### config.mk
export PLATFORM = sky130hd
export DESIGN_NAME = sec_alarm
export DESIGN_NICKNAME = d
export VERILOG_FILES = /design/src/rtl/sec_alarm_pkg.sv /design/src/rtl/sa_regfile.sv /design/src/rtl/sa_counter.sv /design/src/rtl/sa_pending.sv /design/src/rtl/sec_alarm.sv
export SDC_FILE = /design/constraint.sdc
export NUM_CORES = 1
export LEC_CHECK = 0
export BUFFER_PORTS_ARGS = -buffer_cell sky130_fd_sc_hd__buf_2
export CAP_MARGIN = 20
export CORE_ASPECT_RATIO = 0.8
export CORE_MARGIN = 3
export CORE_UTILIZATION = 45
export DETAILED_ROUTE_END_ITERATION = 6
export GPL_ROUTABILITY_DRIVEN = 0
export PLACE_DENSITY = 0.66
export SETUP_SLACK_MARGIN = 0.3
export SLEW_MARGIN = 20
export SYNTH_ARGS = -nofsm -noshare
export SYNTH_HDL_FRONTEND = slang
export SYNTH_SLANG_ARGS = --single-unit
### constraint.sdc
create_clock -name clk -period 3.4 [get_ports clk]
set_input_delay 0.68 -clock clk [delete_from_list [all_inputs] [get_ports clk]]
set_output_delay 0.68 -clock clk [all_outputs]
set_load 0.02 [all_outputs]
### src/rtl/sec_alarm_pkg.sv
`timescale 1ns/1ps
package sec_alarm_pkg;

    localparam int ADDR_W = 3;

    typedef enum logic [ADDR_W-1:0] {
        REG_LOAD   = 3'd0,
        REG_REMAIN = 3'd1,
        REG_RUN    = 3'd2,
        REG_IRQEN  = 3'd3,
        REG_STATUS = 3'd4,
        REG_WAKE   = 3'd5
    } reg_sel_e;

    typedef struct packed {
        logic run;
        logic irq_en;
        logic wake_en;
    } ctrl_t;

    function automatic logic hit(input logic wr, input logic [ADDR_W-1:0] addr,
                                 input reg_sel_e sel);
        return wr && (addr == sel);
    endfunction

endpackage

### src/rtl/sa_regfile.sv
`timescale 1ns/1ps
module sa_regfile
    import sec_alarm_pkg::*;
#(
    parameter int CNT_W = 32
) (
    input  logic              clk,
    input  logic              rst,
    input  logic              wr_i,
    input  logic [ADDR_W-1:0] addr_i,
    input  logic [CNT_W-1:0]  wdata_i,
    output ctrl_t             ctrl_o,
    output logic [CNT_W-1:0]  load_val_o,
    output logic              load_stb_o,
    output logic              clr_stb_o
);
    ctrl_t            ctrl_q;
    logic [CNT_W-1:0] load_q;

    assign load_stb_o = hit(wr_i, addr_i, REG_LOAD);
    assign clr_stb_o  = hit(wr_i, addr_i, REG_STATUS) && wdata_i[0];

    always_ff @(posedge clk) begin
        if (rst) begin
            ctrl_q <= '0;
            load_q <= '0;
        end else begin
            if (load_stb_o)                      load_q         <= wdata_i;
            if (hit(wr_i, addr_i, REG_RUN))      ctrl_q.run     <= wdata_i[0];
            if (hit(wr_i, addr_i, REG_IRQEN))    ctrl_q.irq_en  <= wdata_i[0];
            if (hit(wr_i, addr_i, REG_WAKE))     ctrl_q.wake_en <= wdata_i[0];
        end
    end

    assign ctrl_o     = ctrl_q;
    assign load_val_o = load_q;


    load_keep_chk: assert property (@(posedge clk) disable iff (rst)
        load_stb_o |=> load_val_o == $past(wdata_i));

endmodule

### src/rtl/sa_counter.sv
`timescale 1ns/1ps
module sa_counter #(
    parameter int CNT_W = 32
) (
    input  logic             clk,
    input  logic             rst,
    input  logic             tick_i,
    input  logic             run_i,
    input  logic             load_stb_i,
    input  logic [CNT_W-1:0] load_val_i,
    output logic [CNT_W-1:0] cnt_o,
    output logic             expire_o
);
    localparam logic [CNT_W-1:0] ONE = CNT_W'(1);

    logic [CNT_W-1:0] cnt_q;
    logic             step;

    assign step     = run_i && tick_i && !load_stb_i && (cnt_q != '0);
    assign expire_o = step && (cnt_q == ONE);

    always_ff @(posedge clk) begin
        if (rst)             cnt_q <= '0;
        else if (load_stb_i) cnt_q <= load_val_i;
        else if (step)       cnt_q <= cnt_q - ONE;
    end

    assign cnt_o = cnt_q;


    count_step_chk: assert property (@(posedge clk) disable iff (rst)
        (run_i && tick_i && !load_stb_i && cnt_o != '0) |=> cnt_o == $past(cnt_o) - ONE);


    count_idle_chk: assert property (@(posedge clk) disable iff (rst)
        (!load_stb_i && !(run_i && tick_i)) |=> $stable(cnt_o));


    zero_hold_chk: assert property (@(posedge clk) disable iff (rst)
        (!load_stb_i && cnt_o == '0) |=> cnt_o == '0);


    load_wins_chk: assert property (@(posedge clk) disable iff (rst)
        load_stb_i |=> cnt_o == $past(load_val_i));

endmodule

### src/rtl/sa_pending.sv
`timescale 1ns/1ps
module sa_pending (
    input  logic clk,
    input  logic rst,
    input  logic set_i,
    input  logic clr_i,
    output logic pend_o
);
    logic pend_q;

    always_ff @(posedge clk) begin
        if (rst)        pend_q <= 1'b0;
        else if (set_i) pend_q <= 1'b1;
        else if (clr_i) pend_q <= 1'b0;
    end

    assign pend_o = pend_q;


    pend_set_chk: assert property (@(posedge clk) disable iff (rst)
        set_i |=> pend_o);


    pend_clr_chk: assert property (@(posedge clk) disable iff (rst)
        (clr_i && !set_i) |=> !pend_o);


    pend_sticky_chk: assert property (@(posedge clk) disable iff (rst)
        (!clr_i && pend_o) |=> pend_o);

endmodule

### src/rtl/sec_alarm.sv
`timescale 1ns/1ps
module sec_alarm
    import sec_alarm_pkg::*;
#(
    parameter int CNT_W = 32
) (
    input  logic              clk,
    input  logic              rst,
    input  logic              tick_i,
    input  logic              wr_i,
    input  logic [ADDR_W-1:0] addr_i,
    input  logic [CNT_W-1:0]  wdata_i,
    output logic [CNT_W-1:0]  rdata_o,
    output logic              irq_o,
    output logic              wake_o
);
    ctrl_t            ctrl;
    logic [CNT_W-1:0] load_val;
    logic             load_stb;
    logic             clr_stb;
    logic [CNT_W-1:0] cnt;
    logic             expire;
    logic             pend;

    sa_regfile #(.CNT_W(CNT_W)) regs_i (
        .clk        (clk),
        .rst        (rst),
        .wr_i       (wr_i),
        .addr_i     (addr_i),
        .wdata_i    (wdata_i),
        .ctrl_o     (ctrl),
        .load_val_o (load_val),
        .load_stb_o (load_stb),
        .clr_stb_o  (clr_stb)
    );

    sa_counter #(.CNT_W(CNT_W)) cnt_i (
        .clk        (clk),
        .rst        (rst),
        .tick_i     (tick_i),
        .run_i      (ctrl.run),
        .load_stb_i (load_stb),
        .load_val_i (wdata_i),
        .cnt_o      (cnt),
        .expire_o   (expire)
    );

    sa_pending pend_i (
        .clk    (clk),
        .rst    (rst),
        .set_i  (expire),
        .clr_i  (clr_stb),
        .pend_o (pend)
    );

    always_comb begin
        rdata_o = '0;
        case (addr_i)
            REG_LOAD:   rdata_o = load_val;
            REG_REMAIN: rdata_o = cnt;
            REG_RUN:    rdata_o[0] = ctrl.run;
            REG_IRQEN:  rdata_o[0] = ctrl.irq_en;
            REG_STATUS: rdata_o[0] = pend;
            REG_WAKE:   rdata_o[0] = ctrl.wake_en;
            default:    rdata_o = '0;
        endcase
    end

    assign irq_o  = pend & ctrl.irq_en;
    assign wake_o = pend & ctrl.wake_en;


    irq_gate_chk: assert property (@(posedge clk) disable iff (rst)
        irq_o |-> (ctrl.irq_en && pend));


    wake_gate_chk: assert property (@(posedge clk) disable iff (rst)
        wake_o |-> (ctrl.wake_en && pend));


    zero_load_chk: assert property (@(posedge clk) disable iff (rst)
        (load_stb && wdata_i == '0) |=> !expire);

endmodule

* After elaboration in Yosys (flattened, before gate mapping)
Index checks and enable logic that the tools add are counted.
** Word-level totals
- Flip-flop bits (word level) :: 68
- Input bits :: 39
- Output and inout port bits :: 34
- Word-level logic and storage cells :: 36
** Operators by class
- Add/subtract/negate cells :: 1
- Equality and inequality tests :: 6
- Multiplexer cells :: 6
- Bitwise gates (word level) :: 2
- Reductions and logical operators :: 15
** Operator list (number)
- $mux 32 :: 2
- $pmux 31 s2 :: 1
- $eq 32x1->1 const B :: 1
- $reduce_bool 32->1 :: 1
- $sub 32x1->32 const B :: 1
- $logic_and 1x1->1 :: 10
- $eq 3x2->1 const B :: 2
- $eq 3x3->1 const B :: 2
- $pmux 1 s6 :: 1
- $reduce_bool 2->1 :: 2
- $eq 3x1->1 const B :: 1
- $logic_not 3->1 :: 1
- $and 1x1->1 :: 2
- $mux 1 :: 2
- $logic_not 1->1 :: 1

* Logic depth before layout (Yosys ltp)
- Depth in word-level cells :: 7
- Gate-level depth with buffers :: 8
- Gate-level depth less buffers :: 7

* Cells and area by module
A second synthesis with hierarchy kept.
** Second synthesis, totals
- Cells, all modules :: 469
- Area total of the unflattened synthesis :: 4255.3 µm²
** Modules (own cells, without submodules)
- sa_counter :: instances 1, cells an instance 265, area each 2157.1 µm², sequential area each 640.6 µm²
- sa_regfile :: instances 1, cells an instance 154, area each 1622.8 µm², sequential area each 700.7 µm²
- sec_alarm :: instances 1, cells an instance 46, area each 436.7 µm², sequential area each 0.0 µm²
- sa_pending :: instances 1, cells an instance 4, area each 38.8 µm², sequential area each 20.0 µm²

* Worst setup path after synthesis
Ideal clock, no wire load.
- Path kind :: input-to-output
- From :: in addr_i[0]
- To :: out rdata_o[10]
- Arrival :: 1.930 ns
- Data required time :: 2.720 ns
- Path slack :: 0.790 ns
- Cell stages on the path :: 4
- Path buffers :: 2
- Cells stage by stage :: clkbuf_1 nor3b_1 clkbuf_1 a22o_1
** Between the ends
- Longest elaborated chain between the ends :: 2
- Elaborated cells between the ends (all ways) :: 3
- Classes of those cells :: eq/ne: 1; mux: 1; reduce/logical: 1
** Ends and longest elaborated chain
- start, declared :: RTL line sec_alarm.sv:11 : input logic [ADDR_W-1:0] addr_i,
- $eq 3x1->1 or $logic_not 3->1 (tied branches) :: RTL line sec_alarm.sv:58 : case (addr_i)
- $pmux 31 s2 (*) :: RTL line sec_alarm.sv:58
- end, declared :: RTL line sec_alarm.sv:13 : output logic [CNT_W-1:0] rdata_o,
Mark *: on every way between the ends. The rest lies on a longest branch, timed or not.

* Final worst setup path
- From :: reg cnt_i.cnt_q[16], in the netlist cnt_i.cnt_o[16]
- To :: reg cnt_i.cnt_q[26], in the netlist cnt_i.cnt_o[26]
** Between the ends
- Longest elaborated chain between the ends :: 3
- Elaborated cells between the ends (all ways) :: 6
- Classes of those cells :: add/sub: 1; mux: 2; reduce/logical: 3
** Ends and longest elaborated chain
- start, declared :: RTL line sa_counter.sv:16 : logic [CNT_W-1:0] cnt_q;
- start signal, assigned :: RTL line sa_counter.sv:24 : else if (load_stb_i) cnt_q <= load_val_i;
- start signal, assigned :: RTL line sa_counter.sv:25 : else if (step) cnt_q <= cnt_q - ONE;
- $sub 32x1->32 or $reduce_bool 32->1 (tied branches) :: RTL line sa_counter.sv:25, sa_counter.sv:19
- $mux 32 or $logic_and 1x1->1 (tied branches) :: RTL line sa_counter.sv:25, sa_counter.sv:19
- $mux 32 or $reduce_bool 2->1 (tied branches)
Parallel ways exist; a longest one is shown, timed or not. The select of a mux whose other input is x is not followed.
A chain may end at the register's enable or synchronous reset.

==> impl_metrics.json <==
{
  "power_leakage_uw": 0.00163,
  "ys_seq_area_share_pct": 38.8,
  "whs_ns": 0.456,
  "clockBufferDepth": 2,
  "cts_resized": 0,
  "yosysUniqueCellTypes": 49,
  "fin_tns_setup_ns": 0,
  "status": "finished, final reports clean",
  "die_area_um2": 8900,
  "post_cts_buffers": 0,
  "max_slew.worst_pin.slew_ns": 0.801,
  "syn_nets": 472,
  "fin_crit_ns": 2.61,
  "die_w_um": 105,
  "numPortBuffers": 72,
  "maxCapViolCount": 0,
  "finalMaxSlewViolations": 0,
  "num-fill-cells": 743,
  "drt-total-wl_um": 9690,
  "vias": 3539,
  "multi_input_area_um2": 2040,
  "power_density_nw_per_um2": 415,
  "rsz0062_at_grt": "false",
  "drive_gt1_share_pct": 22.0,
  "crit_type": "reg2reg",
  "syn_to_final_growth_pct": 17.4,
  "rows": 28,
  "register_area_um2": 1360,
  "synthTopCellsByArea": "dfxtp_1 (39%), nand2_1 (8.2%), a22o_1 (8.0%)",
  "max_freq_mhz": 383,
  "yosysMostFrequentCell": "nand2_1",
  "die_y_um": 85.0,
  "drc": 0,
  "cpMostUsedCell": "or3_1",
  "final_hold_viol_count": 0,
  "cts_made_buffers": 9,
  "async_flop_share_pct": 0,
  "dp_slack_ns": 0.548,
  "holdCritPathClass": "reg2reg",
  "crit_required_ns": 3.64,
  "syn_avg_cell_area_um2": 8.14,
  "yosysTopAreaCell": "dfxtp_1",
  "syn_inst": 431,
  "drtIter0Drc": 220,
  "crit_chain": "or3_1 -> or3_1 -> or3_1 -> or4_1 -> a311oi_1",
  "final_nets": 533,
  "grt_max_degree": 70,
  "root_buffer": "clkbuf_8",
  "yosys_warnings": 0,
  "crit_fanout": 8,
  "synth.top_cell.area_share_pct": 38.8,
  "grt_overflow": 0,
  "placed_area_um2": 3960,
  "synth-edff-count": 0,
  "setup.worst_path.start_class": "flop",
  "place_hpwl_um": 6470,
  "synth_commonest_cells": "nand2_1 (77), dfxtp_1 (68), a21oi_1 (38)",
  "core_area_um2": 7500,
  "fin_area_um2": 4120,
  "fin_ws_ns": 0.789,
  "cts.sinks": 68,
  "netlist_area_um2": 3510,
  "synthFlopType": "dfxtp_1",
  "period_share_pct": 76.8,
  "grt_pass1_wl_um": 15800,
  "critical_path.slowest_cell": "or3_1",
  "setup_violations": 0,
  "start_util_pct": 46.8,
  "drtPass1Iterations": 5,
  "skew_ns": 0.00563,
  "boundaryPins": 73,
  "critPathMaxStageDelay_ns": 0.56,
  "grt_pass1_vias": 3180,
  "vdd_drop_max_uv": 160,
  "cts_tree": "done",
  "arrival_ns": 2.86,
  "drt-vias-per-instance": 5.90,
  "htree_levels": 3,
  "path_clk_slew_ns": 0.07,
  "antenna_found_initial": 0,
  "drt-wirelength-per-cell_um": 16.1,
  "postCtsHoldBufs": 0,
  "end_kind": "flop",
  "detail-route-antenna-nets": 0,
  "diodes": 0,
  "ys_ff_latch": 68,
  "worst_slew_margin_rel_pct": 46.4,
  "grt_usage_pct": 21.7,
  "clock_latency_ns": 0.34
}
==> worst paths after layout <==
path                            cells past startpoint  slack, ns                               start                                 end
worst max-delay path                                5       0.79        cnt_i.cnt_o[16]$_SDFFE_PP0P_        cnt_i.cnt_o[26]$_SDFFE_PP0P_
worst min-delay path                                2       0.46  regs_i.load_val_o[31]$_SDFFE_PP0N_  regs_i.load_val_o[31]$_SDFFE_PP0N_
worst max register to register                      5       0.79        cnt_i.cnt_o[16]$_SDFFE_PP0P_        cnt_i.cnt_o[26]$_SDFFE_PP0P_
worst min register to register                      2       0.46  regs_i.load_val_o[31]$_SDFFE_PP0N_  regs_i.load_val_o[31]$_SDFFE_PP0N_
==> flip-flops by register name, indices dropped and copies added, names as in the netlist <==
name               count
cnt_i.cnt_o           32
regs_i.load_val_o     32
regs_i.ctrl_o          3
pend_i.pend_o          1
==> where the power goes <==
| part | switching (µW) | internal [µW] |
|---|---|---|
| Sequential | 24.7 | 820 |
| Clock | 290 | 273 |
| Combinational | 196 | 106 |
==> worst max-delay path, delay by kind of cell, from the launching register on <==
family | cells | cell delay, ns
compound gates | 1 | 0.27
flops | 1 | 0.36
simple gates | 4 | 1.89
==> logic make-up after synthesis <==
kind of cell,count (synthesis),share of synthesized area (%)
DFF,68,38.8
adders and majority gates,2,0.713
xor gates and xnor gates,2,0.499
buffers and inverters,33,3.82
AOI/OAI and AO/OA,132,27.6
muxes,4,1.18
and+or+nand+nor,190,27.4
==> final cells by class <==
type	instances	area share, %
clock inverter	3	0.365
timing repair buffer	80	10.2
clock buffer	11	3.43
sequential	68	33.0
tap	105	3.19
inverter	3	0.273
multi-input combinational	330	49.5
==> layer usage <==
| layer | vias up | part of all wire, % | global-route usage, % |
|---|---|---|---|
| met5 | - | 0 | 0 |
| met4 | 0 | 1.2 | 6.56 |
| met3 | 9 | 7.2 | 5.70 |
| met2 | 132 | 42 | 30.6 |
| met1 | 1650 | 49 | 32.3 |
| li1 | 1748 | - | - |
==> cells in the final DEF, fill, tap and decap left out, drive strengths merged, types with 11 or more instances in the layout <==
master   n
nand2   77
or4     15
a21oi   38
clkbuf  11
a22o    32
nor2    26
nor4    12
nand3   13
dfxtp   68
or3     14
buf     80
==> per-stage QoR <==
step                      power, µW  utilization, %  cells
after floorplan                1070               -    431
after global placement         1160            52.8    586
after detailed placement       1160            52.9    586
after CTS                      1720            54.9    600
after global routing           1790            54.9    600
final                          1710            54.9    600
Note: power is estimated with default switching activity, not from simulation.
